===== src/rtl/gpio_irq_pkg.sv =====
package gpio_irq_pkg;

  localparam int ADDR_W = 3;

  typedef enum logic [ADDR_W-1:0] {
    REG_MODE   = 3'd0,
    REG_BOTH   = 3'd1,
    REG_POL    = 3'd2,
    REG_MASK   = 3'd3,
    REG_RAW    = 3'd4,
    REG_MASKED = 3'd5,
    REG_CLEAR  = 3'd6,
    REG_ADC    = 3'd7
  } reg_addr_e;

endpackage


===== src/rtl/gpio_irq_sync.sv =====
module gpio_irq_sync #(
  parameter int W      = 8,
  parameter int STAGES = 2
) (
  input  logic         clk,
  input  logic         rst_n,
  input  logic [W-1:0] d_async,
  output logic [W-1:0] q_sync
);

  logic [W-1:0] stg [STAGES];

  always_ff @(posedge clk) begin
    if (!rst_n) stg[0] <= '0;
    else        stg[0] <= d_async;
  end

  for (genvar s = 1; s < STAGES; s++) begin : g_stage
    always_ff @(posedge clk) begin
      if (!rst_n) stg[s] <= '0;
      else        stg[s] <= stg[s-1];
    end
  end

  assign q_sync = stg[STAGES-1];

endmodule


===== src/rtl/gpio_irq_detect.sv =====
module gpio_irq_detect #(
  parameter int NPINS = 8
) (
  input  logic             clk,
  input  logic             rst_n,
  input  logic [NPINS-1:0] pin_s,
  input  logic [NPINS-1:0] mode_lvl,
  input  logic [NPINS-1:0] both,
  input  logic [NPINS-1:0] pol,
  input  logic [NPINS-1:0] clr,
  output logic [NPINS-1:0] raw,
  output logic [NPINS-1:0] edge_hit
);

  logic [NPINS-1:0] prev;

  always_ff @(posedge clk) begin
    if (!rst_n) prev <= '0;
    else        prev <= pin_s;
  end

  for (genvar i = 0; i < NPINS; i++) begin : g_pin
    logic rise, fall, lvl_act, raw_b;

    assign rise        = pin_s[i] & ~prev[i];
    assign fall        = ~pin_s[i] & prev[i];
    assign edge_hit[i] = both[i] ? (rise | fall) : (pol[i] ? rise : fall);
    assign lvl_act     = pol[i] ? pin_s[i] : ~pin_s[i];

    // Level pins track the input; edge pins latch, and a fresh edge outranks a clear.
    always_ff @(posedge clk) begin
      if (!rst_n)          raw_b <= 1'b0;
      else if (mode_lvl[i]) raw_b <= lvl_act;
      else                 raw_b <= edge_hit[i] | (raw_b & ~clr[i]);
    end

    assign raw[i] = raw_b;
  end

endmodule


===== src/rtl/gpio_irq_regs.sv =====
module gpio_irq_regs
  import gpio_irq_pkg::*;
#(
  parameter int NPINS = 8
) (
  input  logic              clk,
  input  logic              rst_n,
  input  logic              bus_sel,
  input  logic              bus_wr,
  input  logic [ADDR_W-1:0] bus_addr,
  input  logic [NPINS-1:0]  bus_wdata,
  output logic [NPINS-1:0]  bus_rdata,
  input  logic [NPINS-1:0]  raw,
  output logic [NPINS-1:0]  mode_lvl,
  output logic [NPINS-1:0]  both,
  output logic [NPINS-1:0]  pol,
  output logic [NPINS-1:0]  mask,
  output logic [NPINS-1:0]  adc_en,
  output logic [NPINS-1:0]  clr,
  output logic [NPINS-1:0]  mis
);

  reg_addr_e sel_reg;
  logic      wr_en;

  assign sel_reg = reg_addr_e'(bus_addr);
  assign wr_en   = bus_sel & bus_wr;

  always_ff @(posedge clk) begin
    if (!rst_n) begin
      mode_lvl <= '0;
      both     <= '0;
      pol      <= '0;
      mask     <= '0;
      adc_en   <= '0;
    end else if (wr_en) begin
      case (sel_reg)
        REG_MODE: mode_lvl <= bus_wdata;
        REG_BOTH: both     <= bus_wdata;
        REG_POL:  pol      <= bus_wdata;
        REG_MASK: mask     <= bus_wdata;
        REG_ADC:  adc_en   <= bus_wdata;
        default:  ;
      endcase
    end
  end

  assign clr = (wr_en && sel_reg == REG_CLEAR) ? bus_wdata : '0;
  assign mis = raw & mask;

  always_comb begin
    bus_rdata = '0;
    if (bus_sel && !bus_wr) begin
      case (sel_reg)
        REG_MODE:   bus_rdata = mode_lvl;
        REG_BOTH:   bus_rdata = both;
        REG_POL:    bus_rdata = pol;
        REG_MASK:   bus_rdata = mask;
        REG_RAW:    bus_rdata = raw;
        REG_MASKED: bus_rdata = mis;
        REG_ADC:    bus_rdata = adc_en;
        default:    bus_rdata = '0;
      endcase
    end
  end

endmodule


===== src/rtl/gpio_irq_out.sv =====
module gpio_irq_out #(
  parameter int NPINS = 8
) (
  input  logic             clk,
  input  logic             rst_n,
  input  logic [NPINS-1:0] mis,
  input  logic [NPINS-1:0] adc_en,
  output logic             port_irq,
  output logic [NPINS-1:0] pin_irq,
  output logic             adc_trig
);

  logic [NPINS-1:0] mis_prev;
  logic             any_mis;

  always_ff @(posedge clk) begin
    if (!rst_n) mis_prev <= '0;
    else        mis_prev <= mis;
  end

  assign any_mis  = |mis;
  assign port_irq = any_mis;
  assign pin_irq  = {mis[NPINS-1:1], any_mis};
  assign adc_trig = |(mis & ~mis_prev & adc_en);

endmodule


===== src/rtl/gpio_irq_ctrl.sv =====
module gpio_irq_ctrl
  import gpio_irq_pkg::*;
#(
  parameter int NPINS       = 8,
  parameter int SYNC_STAGES = 2
) (
  input  logic              clk,
  input  logic              rst_n,
  input  logic [NPINS-1:0]  pins,
  input  logic              bus_sel,
  input  logic              bus_wr,
  input  logic [ADDR_W-1:0] bus_addr,
  input  logic [NPINS-1:0]  bus_wdata,
  output logic [NPINS-1:0]  bus_rdata,
  output logic              port_irq,
  output logic [NPINS-1:0]  pin_irq,
  output logic              adc_trig
);

  logic [NPINS-1:0] pin_s, cfg_mode, cfg_both, cfg_pol, cfg_mask, cfg_adc;
  logic [NPINS-1:0] clr_vec, raw_st, edge_hit, mis_st;

  gpio_irq_sync #(.W(NPINS), .STAGES(SYNC_STAGES)) u_sync (
    .clk(clk), .rst_n(rst_n), .d_async(pins), .q_sync(pin_s)
  );

  gpio_irq_detect #(.NPINS(NPINS)) u_det (
    .clk(clk), .rst_n(rst_n), .pin_s(pin_s), .mode_lvl(cfg_mode),
    .both(cfg_both), .pol(cfg_pol), .clr(clr_vec), .raw(raw_st),
    .edge_hit(edge_hit)
  );

  gpio_irq_regs #(.NPINS(NPINS)) u_regs (
    .clk(clk), .rst_n(rst_n), .bus_sel(bus_sel), .bus_wr(bus_wr),
    .bus_addr(bus_addr), .bus_wdata(bus_wdata), .bus_rdata(bus_rdata),
    .raw(raw_st), .mode_lvl(cfg_mode), .both(cfg_both), .pol(cfg_pol),
    .mask(cfg_mask), .adc_en(cfg_adc), .clr(clr_vec), .mis(mis_st)
  );

  gpio_irq_out #(.NPINS(NPINS)) u_out (
    .clk(clk), .rst_n(rst_n), .mis(mis_st), .adc_en(cfg_adc),
    .port_irq(port_irq), .pin_irq(pin_irq), .adc_trig(adc_trig)
  );

endmodule


===== config.mk =====
export PLATFORM = sky130hd
export DESIGN_NAME = gpio_irq_ctrl
export DESIGN_NICKNAME = d
export VERILOG_FILES = /design/src/rtl/gpio_irq_pkg.sv /design/src/rtl/gpio_irq_sync.sv /design/src/rtl/gpio_irq_detect.sv /design/src/rtl/gpio_irq_regs.sv /design/src/rtl/gpio_irq_out.sv /design/src/rtl/gpio_irq_ctrl.sv
export SDC_FILE = /design/constraint.sdc
export NUM_CORES = 1
export LEC_CHECK = 0
export ABC_AREA = 1
export ABC_CLOCK_PERIOD_IN_PS = 1600
export BUFFER_PORTS_ARGS = -buffer_cell sky130_fd_sc_hd__buf_4
export CORE_UTILIZATION = 60
export DETAILED_ROUTE_END_ITERATION = 6
export PLACE_DENSITY = 0.89
export SYNTH_ARGS = -nofsm -noshare
export SYNTH_HDL_FRONTEND = slang
export SYNTH_SLANG_ARGS = --single-unit
export TNS_END_PERCENT = 100

===== constraint.sdc =====
create_clock -name clk -period 1.6 [get_ports clk]
set_input_delay 0.24 -clock clk [delete_from_list [all_inputs] [get_ports clk]]
set_output_delay 0.24 -clock clk [all_outputs]
set_load 0.005 [all_outputs]

==> results.md <==
* Worst Skew at 0.0111 ns
* Routed len/inst at 16.2 um
* Post-Route WL at 11,600 um
* Die area at 6990 um2
* Port bufs at 40
* Final WS setup at -0.0445 ns
* Mapped Cells at 575
* H-tree depth at 3
* Design Area, Final at 4980 um2
* Critical path capture point type: output pin
* Synth unique cells at 24
* Mapped cell area at 3990 um2
* Design Power at 4.03 mW
* Endpoints failing hold at 0
* Worst Setup Path Type: register to output pin
* Final nets at 671
* Starting Density at 0.625
* Critical path data required time at 1.36 ns
* Mean Syn Cell Area at 6.95 um2
* Worst skew pair latency at 0.36 ns
* DR DRC count at 0
* Area after DPL at 4370 um2
* Die height at 83.6 um
* Max Root-Sink Buffers at 2
* Cts bufs inserted at 9
* Max-slew headroom at 0.700
* Setup TNS at -0.159 ns
* Global Route Usage Sum at 0.305
* Leakage Power at 2.37 nW
* Unrepaired setup endpoints after global routing: yes
* I/O pin count at 41
* Warnings, synthesis at 0
* Fmax achieved at 608 MHz
* Total gr overflow at 0
* Number of synthesized register bits at 80
* MaxCap Viol Count at 0
* Hold/Removal Path Class: input port to register
* Hold-fix buffers, CTS at 0
* Drt pass-1 iters at 5
* Crit share post-route at 1.03
* Via density at 5.85
* Worst slew pin tran at 0.449 ns
* Root Buffer: clkbuf_8
* Syn Nets at 614
* GPL Wtd Cong at 0.948
* Max VDD drop at 0.513 mV
* Fillers at 406
* TritonCTS clock tree: yes
* Worst setup SP type: register
* Setup violators final at 8
* Post-synthesis sequential area ratio at 0.401
* Post-placement cell count at 677
* Core Area at 6390 um2
* First-pass GRT wire length at 16,900 um
* Initial antenna violation count at 0
* Initial DRC Count at 504
* Layout cells sized above 1 at 0.273
* Row count at 29
* Clock sinks at 80
* Area grow syn2layout at 24.6%
* Pwr dens at 810 nW/um2
* Post-DP HPWL at 7060 um
* Vias in the first global route at 3,717
* Largest net degree at the start of global routing at 32
* Vias at 4,175
* Fin cells at 714
* Antenna viol nets, final at 0
* Reg clk slew, reported paths at 0.08 ns
* ANT cells at 0
* Final core utilization at 0.779
* Status: complete, but fails checks
* Post-layout min period at 1.64 ns
* Chip Width at 83.6 um
* CP Data Arrival Time at 1.40 ns
* Failing checks: setup timing
* Max Slew Vio Count at 0
* CP Max Fanout at 2
## placed cells by master (no fill, tap or decap), types with 2 or more instances in the layout
master / instances
a21oi_1: 37
a21oi_2: 3
buf_12: 5
buf_4: 63
buf_6: 5
clkbuf_8: 9
clkinv_2: 3
clkinvlp_4: 2
dfxtp_1: 60
dfxtp_2: 13
dfxtp_4: 7
ha_1: 16
inv_1: 69
inv_2: 7
inv_4: 7
nand2_1: 102
nand2_2: 15
nand2_4: 5
nand3_1: 20
nand3_2: 11
nand3_4: 2
nand4_1: 11
nor2_1: 82
nor2_2: 6
nor2_4: 6
o21ai_0: 54
o21ai_1: 2
xnor2_1: 8
## sequential cells by signal, summed over array words and instances, names as in the netlist
name               cells
u_regs.mode_lvl        8
u_sync.stg            16
u_out.mis_prev         8
u_regs.mask            8
u_det.g_pin.raw_b      8
u_regs.adc_en          8
u_det.prev             8
u_regs.pol             8
u_regs.both            8
## repair_timing
item	in CTS	in global routing
pin swaps	9	29
gates cloned	0	0
buffers inserted	11	10
endpoints found under the setup margin	10	12
gates resized for setup	31	63
## critical path: stages, from the launching register on
cell     delay (ns)
dfxtp_4        0.37
buf_6          0.12
nand3_2        0.06
nand2_1        0.05
inv_1          0.05
nand2_1        0.05
nor2_1         0.14
nor2_1         0.06
buf_4          0.15
## report_power, final
| part | total [mW] | internal, mW | switching (mW) |
|---|---|---|---|
| logic | 0.427 | 0.172 | 0.256 |
| registers | 2.10 | 2.05 | 0.0558 |
| clock network | 1.50 | 0.714 | 0.787 |
## per-layer routing
metal	wire (um)	GRT usage	vias to the layer above
met5	0	0	-
met1	4360	0.354	1926
met4	492	0.208	0
met3	1040	0.0534	60
li1	-	-	1911
met2	5710	0.511	278
## cells in the mapped netlist
master	n	area, um2
inv_4	1	6.26
nor4_1	2	12.5
clkbuf_1	7	26.3
xnor2_1	8	70.1
nor2_1	88	330
nor2_4	5	56.3
nand2_2	3	18.8
ha_1	16	200
buf_2	4	20.0
o21ai_1	2	10.0
nor3_1	2	10.0
nand4_1	11	68.8
buf_6	3	33.8
buf_4	13	97.6
inv_2	5	18.8
inv_1	77	289
nand3_1	30	150
a21oi_1	40	200
nand3_2	3	30.0
dfxtp_1	80	1600
nor2_8	1	20.0
nor2_2	1	6.26
o21ai_0	54	270
nand2_1	119	447
## layout make-up
type / instances / area [um2] / share of cell area
Tap cell: 77 / 96.3 / 0.0194
Clock inverter: 6 / 60.1 / 0.0121
Clock buffer: 10 / 128 / 0.0256
Timing Repair Buffer: 73 / 629 / 0.126
Multi-Input combinational cell: 385 / 2090 / 0.420
Sequential cell: 80 / 1640 / 0.330
Inverter: 83 / 329 / 0.0661
## per-stage QoR
stage	worst slack [ns]	hold slack, ns
final	-0.0445	0.0580
after global routing	-0.107	0.0653
after CTS	-0.0204	0.0546
after detailed placement	0.0791	0.402
after global placement	0.116	0.392
after floorplan	0.379	0.338
## path summary, 6_finish.rpt
check	startpoint	end	slack, ns	cells after the start
min reg2reg	u_sync.stg[0][1]$_SDFF_PN0_	u_sync.stg[1][1]$_SDFF_PN0_	0.42	2
min	pins[0]	u_sync.stg[0][0]$_SDFF_PN0_	0.06	3
max	u_det.g_pin[6].raw_b$_SDFF_PN0_	bus_rdata[6]	-0.04	8
max reg2reg	u_regs.mask[1]$_SDFFE_PN0P_	u_out.mis_prev[1]$_SDFF_PN0_	0.07	10
## cell families (layout without fill, tap and decap cells)
logic type | after synthesis | in the layout | synth area share
simple gates | 265 | 265 | 0.288
buf+inv | 110 | 172 | 0.123
compound gates | 96 | 96 | 0.120
flops | 80 | 80 | 0.401
fa+ha+maj | 16 | 16 | 0.0501
xor+xnor | 8 | 8 | 0.0175
No activity file was read; power rests on OpenSTA's default activity.
